## src/rtl/wsel_pkg.sv

```systemverilog
package wsel_pkg;
    localparam int NWIN  = 3;
    localparam int OFS_W = 14;
    localparam int LOG_W = 16;

    function automatic logic [7:0] trig_opcode(input int k);
        case (k)
            0:       return 8'h42;
            1:       return 8'hC2;
            default: return 8'hE2;
        endcase
    endfunction

    function automatic logic [LOG_W-OFS_W-1:0] win_slot(input int k);
        return (LOG_W-OFS_W)'(k + 1);
    endfunction
endpackage

```

## src/rtl/opcode_snoop.sv

```systemverilog
module opcode_snoop
    import wsel_pkg::*;
(
    input  logic            clk,
    input  logic            rst_n,
    input  logic            cyc_valid,
    input  logic            sync,
    input  logic [7:0]      data,
    output logic [NWIN-1:0] pend
);
    typedef struct packed {
        logic [NWIN-1:0] pend;
    } snoop_t;

    snoop_t st_d, st_q;

    always_comb begin
        st_d = st_q;
        if (cyc_valid) begin
            st_d.pend = '0;
            if (sync) begin
                for (int k = 0; k < NWIN; k++) begin
                    if (data == trig_opcode(k)) st_d.pend[k] = 1'b1;
                end
            end
        end
    end

    always_ff @(posedge clk or negedge rst_n) begin
        if (!rst_n) st_q <= '0;
        else        st_q <= st_d;
    end

    assign pend = st_q.pend;

    AST_NO_SYNC_NO_ARM: assert property (@(posedge clk) disable iff (!rst_n)
        (cyc_valid && !sync) |=> (pend == '0));
    AST_ARM_HOLDS_IDLE: assert property (@(posedge clk) disable iff (!rst_n)
        !cyc_valid |=> $stable(pend));
    AST_ONE_ARMED: assert property (@(posedge clk) disable iff (!rst_n)
        $onehot0(pend));
endmodule

```

## src/rtl/window_regs.sv

```systemverilog
module window_regs
    import wsel_pkg::*;
#(
    parameter int              BANK_W  = 5,
    parameter logic [LOG_W-1:0] IO_BASE = 16'h0200
) (
    input  logic                         clk,
    input  logic                         rst_n,
    input  logic                         cyc_valid,
    input  logic                         rw,
    input  logic [LOG_W-1:0]             addr,
    input  logic [7:0]                   data,
    input  logic [NWIN-1:0]              pend,
    output logic [NWIN-1:0][BANK_W-1:0]  win
);
    typedef struct packed {
        logic [NWIN-1:0][BANK_W-1:0] win;
    } regs_t;

    regs_t st_d, st_q;

    always_comb begin
        st_d = st_q;
        if (cyc_valid) begin
            for (int k = 0; k < NWIN; k++) begin
                if (|pend) begin
                    if (pend[k]) st_d.win[k] = data[BANK_W-1:0];
                end else if (!rw && addr == LOG_W'(IO_BASE + LOG_W'(k))) begin
                    st_d.win[k] = data[BANK_W-1:0];
                end
            end
        end
    end

    always_ff @(posedge clk or negedge rst_n) begin
        if (!rst_n) st_q <= '0;
        else        st_q <= st_d;
    end

    assign win = st_q.win;

    AST_IDLE_HOLD: assert property (@(posedge clk) disable iff (!rst_n)
        !cyc_valid |=> $stable(win));

    for (genvar g = 0; g < NWIN; g++) begin : g_chk
        AST_SNOOP_LOAD: assert property (@(posedge clk) disable iff (!rst_n)
            (cyc_valid && pend[g]) |=> (win[g] == $past(data[BANK_W-1:0])));
        AST_IO_LOAD: assert property (@(posedge clk) disable iff (!rst_n)
            (cyc_valid && !rw && pend == '0 && addr == LOG_W'(IO_BASE + LOG_W'(g)))
            |=> (win[g] == $past(data[BANK_W-1:0])));
        AST_SNOOP_WINS: assert property (@(posedge clk) disable iff (!rst_n)
            (cyc_valid && (|pend) && !pend[g]) |=> $stable(win[g]));
    end
endmodule

```

## src/rtl/addr_map.sv

```systemverilog
module addr_map
    import wsel_pkg::*;
#(
    parameter int BANK_W = 5,
    localparam int PHYS_W = OFS_W + BANK_W
) (
    input  logic [LOG_W-1:0]             addr,
    input  logic [NWIN-1:0][BANK_W-1:0]  win,
    output logic [PHYS_W-1:0]            phys_addr,
    output logic                         win_hit
);
    logic [NWIN-1:0] slot_hit;

    for (genvar g = 0; g < NWIN; g++) begin : g_dec
        assign slot_hit[g] = (addr[LOG_W-1:OFS_W] == win_slot(g));
    end

    always_comb begin
        phys_addr = PHYS_W'(addr);
        for (int k = 0; k < NWIN; k++) begin
            if (slot_hit[k]) phys_addr = {win[k], addr[OFS_W-1:0]};
        end
        win_hit = |slot_hit;
    end
endmodule

```

## src/rtl/bus_window_mapper.sv

```systemverilog
module bus_window_mapper
    import wsel_pkg::*;
#(
    parameter int               BANK_W  = 5,
    parameter logic [15:0]      IO_BASE = 16'h0200,
    localparam int              PHYS_W  = OFS_W + BANK_W
) (
    input  logic              clk,
    input  logic              rst_n,
    input  logic              cyc_valid,
    input  logic              sync,
    input  logic              rw,
    input  logic [15:0]       addr,
    input  logic [7:0]        data,
    output logic [PHYS_W-1:0] phys_addr,
    output logic              win_hit
);
    logic [NWIN-1:0]             pend;
    logic [NWIN-1:0][BANK_W-1:0] win;

    opcode_snoop u_snoop (
        .clk(clk), .rst_n(rst_n), .cyc_valid(cyc_valid),
        .sync(sync), .data(data), .pend(pend)
    );

    window_regs #(.BANK_W(BANK_W), .IO_BASE(IO_BASE)) u_regs (
        .clk(clk), .rst_n(rst_n), .cyc_valid(cyc_valid), .rw(rw),
        .addr(addr), .data(data), .pend(pend), .win(win)
    );

    addr_map #(.BANK_W(BANK_W)) u_map (
        .addr(addr), .win(win), .phys_addr(phys_addr), .win_hit(win_hit)
    );

    AST_PASS_THROUGH: assert property (@(posedge clk) disable iff (!rst_n)
        (addr[15:14] == 2'd0) |-> (!win_hit && phys_addr == PHYS_W'(addr)));
    AST_WIN1_MAP: assert property (@(posedge clk) disable iff (!rst_n)
        (addr[15:14] == 2'd2) |-> (win_hit && phys_addr == {win[1], addr[13:0]}));
endmodule

```

## config.mk

```make
export PLATFORM = sky130hd
export DESIGN_NAME = bus_window_mapper
export DESIGN_NICKNAME = d
export VERILOG_FILES = /design/src/rtl/wsel_pkg.sv /design/src/rtl/opcode_snoop.sv /design/src/rtl/window_regs.sv /design/src/rtl/addr_map.sv /design/src/rtl/bus_window_mapper.sv
export SDC_FILE = /design/constraint.sdc
export NUM_CORES = 1
export LEC_CHECK = 0
export CORE_MARGIN = 2
export CORE_UTILIZATION = 35
export DETAILED_ROUTE_END_ITERATION = 10
export GPL_ROUTABILITY_DRIVEN = 0
export PLACE_DENSITY_LB_ADDON = 0.1
export SYNTH_ARGS = -nofsm -noshare
export SYNTH_HDL_FRONTEND = slang
export SYNTH_HIERARCHICAL = 1
export SYNTH_SLANG_ARGS = --single-unit
```

## constraint.sdc

```tcl
create_clock -name clk -period 4.8 [get_ports clk]
set_input_delay 0.72 -clock clk [delete_from_list [all_inputs] [get_ports clk]]
set_output_delay 0.72 -clock clk [all_outputs]
set_load 0.05 [all_outputs]
```

==> reports/summary.json, run 1 <==
{
  "setup_path": {
    "reg2reg_to": "u_regs/win[0]",
    "worst_ep_required_time_ns": 4.08,
    "timing.critical_path.arrival_ns": 2.64,
    "crit_path_cell_trace": "clkdlybuf4s50_1 -> mux2_2 -> a22o_1 -> clkdlybuf4s50_1",
    "critical_path.reg2reg.startpoint": "u_snoop/pend[0]",
    "rr_worst_depth": 3,
    "last_element_of_the_critical_path": "phys_addr[14]",
    "worstSetupPathType": "primary input to primary output",
    "cp_max_fo": 8,
    "cp-startpoint": "addr[14]",
    "startpoint_type": "primary input",
    "worst_path_max_delay_cell": "clkdlybuf4s50_1",
    "crit_path_end_kind": "primary output",
    "critPathMaxStageDelay_ns": 0.70,
    "critical_path.most_common_cell": "clkdlybuf4s50_1",
    "setup.reg_to_reg.worst_slack_ns": 2.91
  },
  "clock_tree": {
    "holdBufCountCts": 0,
    "cts-root-buf": "clkbuf_8",
    "tritoncts": "yes",
    "cts_inserted_buffers": 3,
    "post_cts_resize_count": 0,
    "ctsLongestPathBuffers": 2,
    "tritoncts_num_sinks": 18,
    "cts_post_setup_buffers_inserted": 0,
    "insertion_delay_ns": 0.25,
    "htree_num_levels": 1,
    "worst_setup_hold_path_clk_slew_ns": 0.06
  },
  "power_and_ir_drop": {
    "p_leak_nw": 0.638,
    "powerDensity_mw_per_mm2": 231,
    "worst_ir_drop_vdd_mv": 0.0897
  },
  "layout": {
    "synthToLayoutAreaGrowth_pct": 33.1,
    "antenna_cells_inserted": 0,
    "post_layout_inst_area_mm2": 0.00174,
    "layout_cells_sized_above_1_pct": 8.47,
    "layout.cells.most_common": "clkdlybuf4s50_1",
    "layout_common_cells": "48 x clkdlybuf4s50_1, 23 x nand2_1, 18 x dfrtp_1",
    "stdcell_count": 225,
    "sequential_cell_area_um2": 450,
    "fill_cells": 359,
    "total_area_of_multi_input_combinational_cells_um2": 683,
    "final_nets": 207
  },
  "drt": {
    "antenna_violating_nets_post_route": 0,
    "first_iter_violations": 42,
    "vias_per_cell": 5.72,
    "wl_um": 3630,
    "route.detailed.drc": 0,
    "detailroute.via_count": 1287,
    "drt_pass1_iterations": 4,
    "wl_per_cell_um": 16.1
  },
  "global_routing": {
    "grt_max_degree": 30,
    "first_global_vias": 1250,
    "grtUsageTotal_pct": 18.1,
    "initial_antenna_violation_count": 0,
    "grt_pass1_wl_um": 6000,
    "grt_remaining_overflow": 0
  },
  "die": {
    "fp.dieW_um": 65.1,
    "io_pins": 49,
    "start_util_pct": 36.0,
    "die_h_um": 65.1,
    "placement_rows": 22,
    "die_area_mm2": 0.00424,
    "placeableCoreArea_mm2": 0.00363
  },
  "timing": {
    "timing.final.setup_violations": 0,
    "finalCriticalPeriod_ns": 3.36,
    "setup_slack_ns": 1.44,
    "finalCritPeriodShare_pct": 70.0,
    "fmax_mhz": 298,
    "final-hold-violation-count": 0,
    "report.final.slew_viol_count": 0,
    "grt_setup_unrepaired": "no",
    "skew_ns": 0.000743,
    "timing.slew.headroom_pct": 36.1,
    "timing.setup.tns_ns": 0,
    "tightestPinTransition_ns": 0.956
  },
  "synth": {
    "seq_area_frac_synth_pct": 34.4,
    "synthesis.nets": 180,
    "syn-instance-count": 151,
    "yosys.cell_types.count": 29,
    "synth_largest_area_cell": "dfrtp_1",
    "postSynthRegisterBits": 18,
    "syn_avg_cell_area_um2": 8.66,
    "mappedNetlistArea_mm2": 0.00131,
    "synth_top_area_share_pct": 34.4,
    "synth-edff-count": 0,
    "ys_async_sr_fraction_pct": 100,
    "synth_flop_cell": "dfrtp_1",
    "yosys_warnings": 6,
    "synth.area.top_cells": "dfrtp_1 34%, a32oi_1 10%, buf_4 8.6%, nor4_1 7.2%, nand2_1 6.6%"
  },
  "min_path": {
    "hp-class": "flop to flop"
  },
  "placement": {
    "placedCellCount": 221,
    "dp.final_hpwl_um": 2810,
    "place_worst_setup_slack_ns": 1.43,
    "port_buffers": 48,
    "dpl-instance-area_mm2": 0.00169
  },
  "flow_run": {
    "drv.max_cap_violation_count": 0
  },
  "outcome": {
    "run_status": "completed"
  }
}
==> state kept, by name, summed over array words and instances (netlist names) <==
register and flops:
u_regs/win 15, u_snoop/pend 3
==> metal layers <==
| layer | vias up | share of wire [%] | GRT usage (%) |
|---|---|---|---|
| li1 | 618 | - | - |
| met1 | 592 | 44 | 24.0 |
| met2 | 71 | 46 | 30.9 |
| met3 | 6 | 8.7 | 3.08 |
| met4 | 0 | 0.72 | 3.91 |
| met5 | - | 0 | 0 |
==> critical path, delay by kind of cell <==
family          cells  cell delay, ns
mux                 1            0.39
buf+inv             2            1.35
compound gates      1            0.18
==> cell usage after synthesis (3+ instances only) <==
cell type  count
a22o_1         5
nor4_1        15
and3_1         3
buf_4         15
nor2_1         4
a32oi_1       15
clkbuf_1       9
mux2_2         5
dfrtp_1       18
o21ai_1        5
nand2_1       23
inv_1          3
or3_1          3
o21ai_0       10
==> layout make-up <==
cell class              instances  share of cell area (%)
multi-input cells             104                    39.3
repair buffers                 48                    27.6
flip-flops and latches         18                    25.9
well taps                      48                    3.45
clock buffers                   4                    3.16
inverters                       3                   0.647
==> through the flow <==
stage	hold slack [ns]	util (%)	power [W]
3_3_place_gp	0.521	46.4	0.000284
5_1_grt	0.557	47.9	0.000420
2_1_floorplan	0.424	-	0.000238
3_5_place_dp	0.521	46.4	0.000286
6_report	0.536	47.9	0.000402
4_1_cts	0.530	47.9	0.000406
==> worst min path at each step <==
stage | startpoint | endpoint | depth (start not counted)
after floorplan | rst_n | u_regs/win[0] | 0
after global placement | u_regs/win[5] | u_regs/win[5] | 2
after detailed placement | u_regs/win[5] | u_regs/win[5] | 2
after CTS | u_regs/win[5] | u_regs/win[5] | 2
after global routing | u_regs/win[9] | u_regs/win[9] | 2
final | u_regs/win[5] | u_regs/win[5] | 2
==> power by group <==
| group | leakage [nW] | switching, W | internal, W |
|---|---|---|---|
| registers | 0.243 | 0.00000632 | 0.000161 |
| logic | 0.366 | 0.0000677 | 0.0000479 |
| clock network | 0.0288 | 0.0000468 | 0.0000727 |
| total | 0.638 | 0.000121 | 0.000281 |
==> cell families after synthesis <==
logic type,count (synthesis),share of synthesized area (%)
and+or+nand+nor,61,26.7
AOI/OAI and AO/OA,37,20.1
buffers and inverters,29,13.3
DFF,18,34.4
muxes,6,5.45
Note: power is estimated with default switching activity, not from simulation.
==> run 2, diff against run 1 <==
Clock period 4.8 ns to 2.7 ns, I/O delays scaled along.
==> reports/summary.json, run 2 (synthesized netlist as in run 1, its figures left out) <==
{
  "layout": {
    "post_layout_inst_area": {"value": 0.00176, "unit": "mm2", "change": "+0.86%"},
    "largest_register_ff_count": {"value": 15, "change": "unchanged"},
    "antenna_cells_inserted": {"value": 0, "change": "unchanged"},
    "layout_common_cells": "42 x clkdlybuf4s50_1, 23 x nand2_1, 18 x dfrtp_1",
    "layout_cells_sized_above_1": {"value": 13.8, "unit": "%", "change": "+5.3 points"},
    "final_nets": {"value": 211, "change": "+1.9%"},
    "synthToLayoutAreaGrowth_pct": 34.3,
    "layout.cells.most_common": "clkdlybuf4s50_1"
  },
  "min_path": {
    "hp-class": "flop to flop"
  },
  "global_routing": {
    "grtUsageTotal": {"value": 18.0, "unit": "%", "change": "-0.023 points"},
    "grt_remaining_overflow": {"value": 0, "change": "unchanged"},
    "grt_max_degree": {"value": 19, "change": "-37%"},
    "initial_antenna_violation_count": {"value": 0, "change": "unchanged"},
    "grt_pass1_wl": {"value": 5960, "unit": "um", "change": "-0.58%"},
    "first_global_vias": {"value": 1274, "change": "+1.9%"}
  },
  "clock_tree": {
    "tritoncts": "yes",
    "insertion_delay": {"value": 0.24, "unit": "ns", "change": "about the same"},
    "cts_inserted_buffers": {"value": 3, "change": "unchanged"},
    "cts_post_setup_buffers_inserted": {"value": 0, "change": "unchanged"},
    "worst_setup_hold_path_clk_slew": {"value": 0.06, "unit": "ns", "change": "about the same"},
    "post_cts_resize_count": {"value": 0, "change": "unchanged"},
    "tritoncts_num_sinks": {"value": 18, "change": "unchanged"},
    "ctsLongestPathBuffers": {"value": 2, "change": "unchanged"},
    "cts-root-buf": "clkbuf_8",
    "htree_num_levels": {"value": 1, "change": "unchanged"},
    "holdBufCountCts": {"value": 0, "change": "unchanged"}
  },
  "drt": {
    "wl": {"value": 3590, "unit": "um", "change": "-1.1%"},
    "first_iter_violations": {"value": 60, "change": "+43%"},
    "detailroute.via_count": {"value": 1288, "change": "+0.078%"},
    "vias_per_cell": {"value": 5.62, "change": "-1.7%"},
    "drt_pass1_iterations": {"value": 4, "change": "unchanged"},
    "antenna_violating_nets_post_route": {"value": 0, "change": "unchanged"},
    "wl_per_cell": {"value": 15.7, "unit": "um", "change": "-2.8%"},
    "route.detailed.drc": {"value": 0, "change": "unchanged"}
  },
  "timing": {
    "timing.final.setup_violations": {"value": 0, "change": "unchanged"},
    "setup_slack": {"value": 0.489, "unit": "ns", "change": "-0.950 ns"},
    "fmax_mhz": 452,
    "final-hold-violation-count": {"value": 0, "change": "unchanged"},
    "fin_hold_ws": {"value": 0.520, "unit": "ns", "change": "-0.0165 ns"},
    "timing.slew.headroom": {"value": 47.8, "unit": "%", "change": "+12 points"},
    "grt_setup_unrepaired": "no",
    "finalCritPeriodShare_pct": 81.9,
    "finalCriticalPeriod_ns": 2.21,
    "timing.setup.tns": {"value": 0, "unit": "ns", "change": "unchanged"},
    "skew": {"value": 0.00267, "unit": "ns", "change": "+0.00193 ns"},
    "tightestPinTransition": {"value": 0.781, "unit": "ns", "change": "-0.175 ns"},
    "report.final.slew_viol_count": {"value": 0, "change": "unchanged"}
  },
  "placement": {
    "place_worst_setup_slack": {"value": 0.314, "unit": "ns", "change": "-1.12 ns"},
    "dpl-instance-area": {"value": 0.00170, "unit": "mm2", "change": "+0.89%"},
    "port_buffers": {"value": 48, "change": "unchanged"},
    "dp.final_hpwl": {"value": 2870, "unit": "um", "change": "+2.1%"}
  },
  "setup_path": {
    "cp-startpoint": "addr[14]",
    "rr_worst_depth": {"value": 4, "change": "+1"},
    "cp_max_fo": {"value": 8, "change": "unchanged"},
    "startpoint_type": "primary input",
    "timing.critical_path.arrival": {"value": 1.81, "unit": "ns", "change": "-0.83 ns"},
    "last_element_of_the_critical_path": "phys_addr[16]",
    "reg2reg_to": "u_regs/win[12]",
    "critical_path.reg2reg.startpoint": "u_snoop/pend[1]",
    "setup.reg_to_reg.worst_slack": {"value": 1.06, "unit": "ns", "change": "-1.85 ns"},
    "worst_ep_required_time": {"value": 2.30, "unit": "ns", "change": "-1.78 ns"},
    "worstSetupPathType": "primary input to primary output",
    "crit_path_end_kind": "primary output"
  },
  "die": {
    "die_h": {"value": 65.1, "unit": "um", "change": "unchanged"},
    "start_util": {"value": 36.0, "unit": "%", "change": "unchanged"},
    "placeableCoreArea": {"value": 0.00363, "unit": "mm2", "change": "unchanged"},
    "placement_rows": {"value": 22, "change": "unchanged"},
    "io_pins": {"value": 49, "change": "unchanged"},
    "fp.dieW": {"value": 65.1, "unit": "um", "change": "unchanged"},
    "die_area": {"value": 0.00424, "unit": "mm2", "change": "unchanged"}
  },
  "power_and_ir_drop": {
    "worst_ir_drop_vdd": {"value": 0.135, "unit": "mV", "change": "+50%"},
    "p_leak": {"value": 0.668, "unit": "nW", "change": "+4.7%"},
    "powerDensity": {"value": 404, "unit": "mW/mm2", "change": "+75%"}
  },
  "flow_run": {
    "drv.max_cap_violation_count": {"value": 0, "change": "unchanged"}
  },
  "outcome": {
    "run_status": "completed"
  }
}
-- run 2: per-stage QoR --
stage                     utilization, %  instances  total power [W]
after floorplan                        -        151         0.000423
after global placement              46.8        225         0.000504
after detailed placement            46.8        225         0.000507
after CTS                           48.3        229         0.000717
after global routing                48.3        229         0.000745
final                               48.3        229         0.000709
-- run 2: routing by layer --
layer / GRT usage, % / share of wire [%] / wire, um / vias up
li1: - / - / - / 628
met1: 23.1 / 43 / 1530 / 588
met2: 31.3 / 48 / 1720 / 70
met3: 2.23 / 8.7 / 311 / 2
met4: 6.51 / 0.81 / 29 / 0
met5: 0 / 0 / 0 / -
-- run 2: worst max-delay path: stages --
cell and delay, ns:
clkdlybuf4s50_1 0.64, mux2_2 0.39, a22o_1 0.18, buf_4 0.18
-- run 2: how the worst min path moves through the flow --
stage	from	endpoint	slack, ns	cells past startpoint
CTS	u_regs/win[9]	u_regs/win[9]	0.52	2
global route	u_regs/win[8]	u_regs/win[8]	0.54	2
global placement	u_regs/win[8]	u_regs/win[8]	0.51	2
finish	u_regs/win[7]	u_regs/win[7]	0.52	2
detailed placement	u_regs/win[9]	u_regs/win[9]	0.52	2
floorplan	rst_n	u_regs/win[0]	0.11	0
-- run 2: final cells by class --
cell class	instances	area [um2]
Fill cell	363	1880
Multi-Input combinational cell	104	683
Timing Repair Buffer	52	495
Sequential cell	18	450
Tap cell	48	60.1
Clock buffer	4	55.1
Inverter	3	11.3
-- run 2: where the power goes --
| part | switching [W] | internal, W | total [W] |
|---|---|---|---|
| Clock | 0.0000789 | 0.000129 | 0.000208 |
| Combinational | 0.000120 | 0.0000850 | 0.000204 |
| Sequential | 0.0000105 | 0.000286 | 0.000297 |
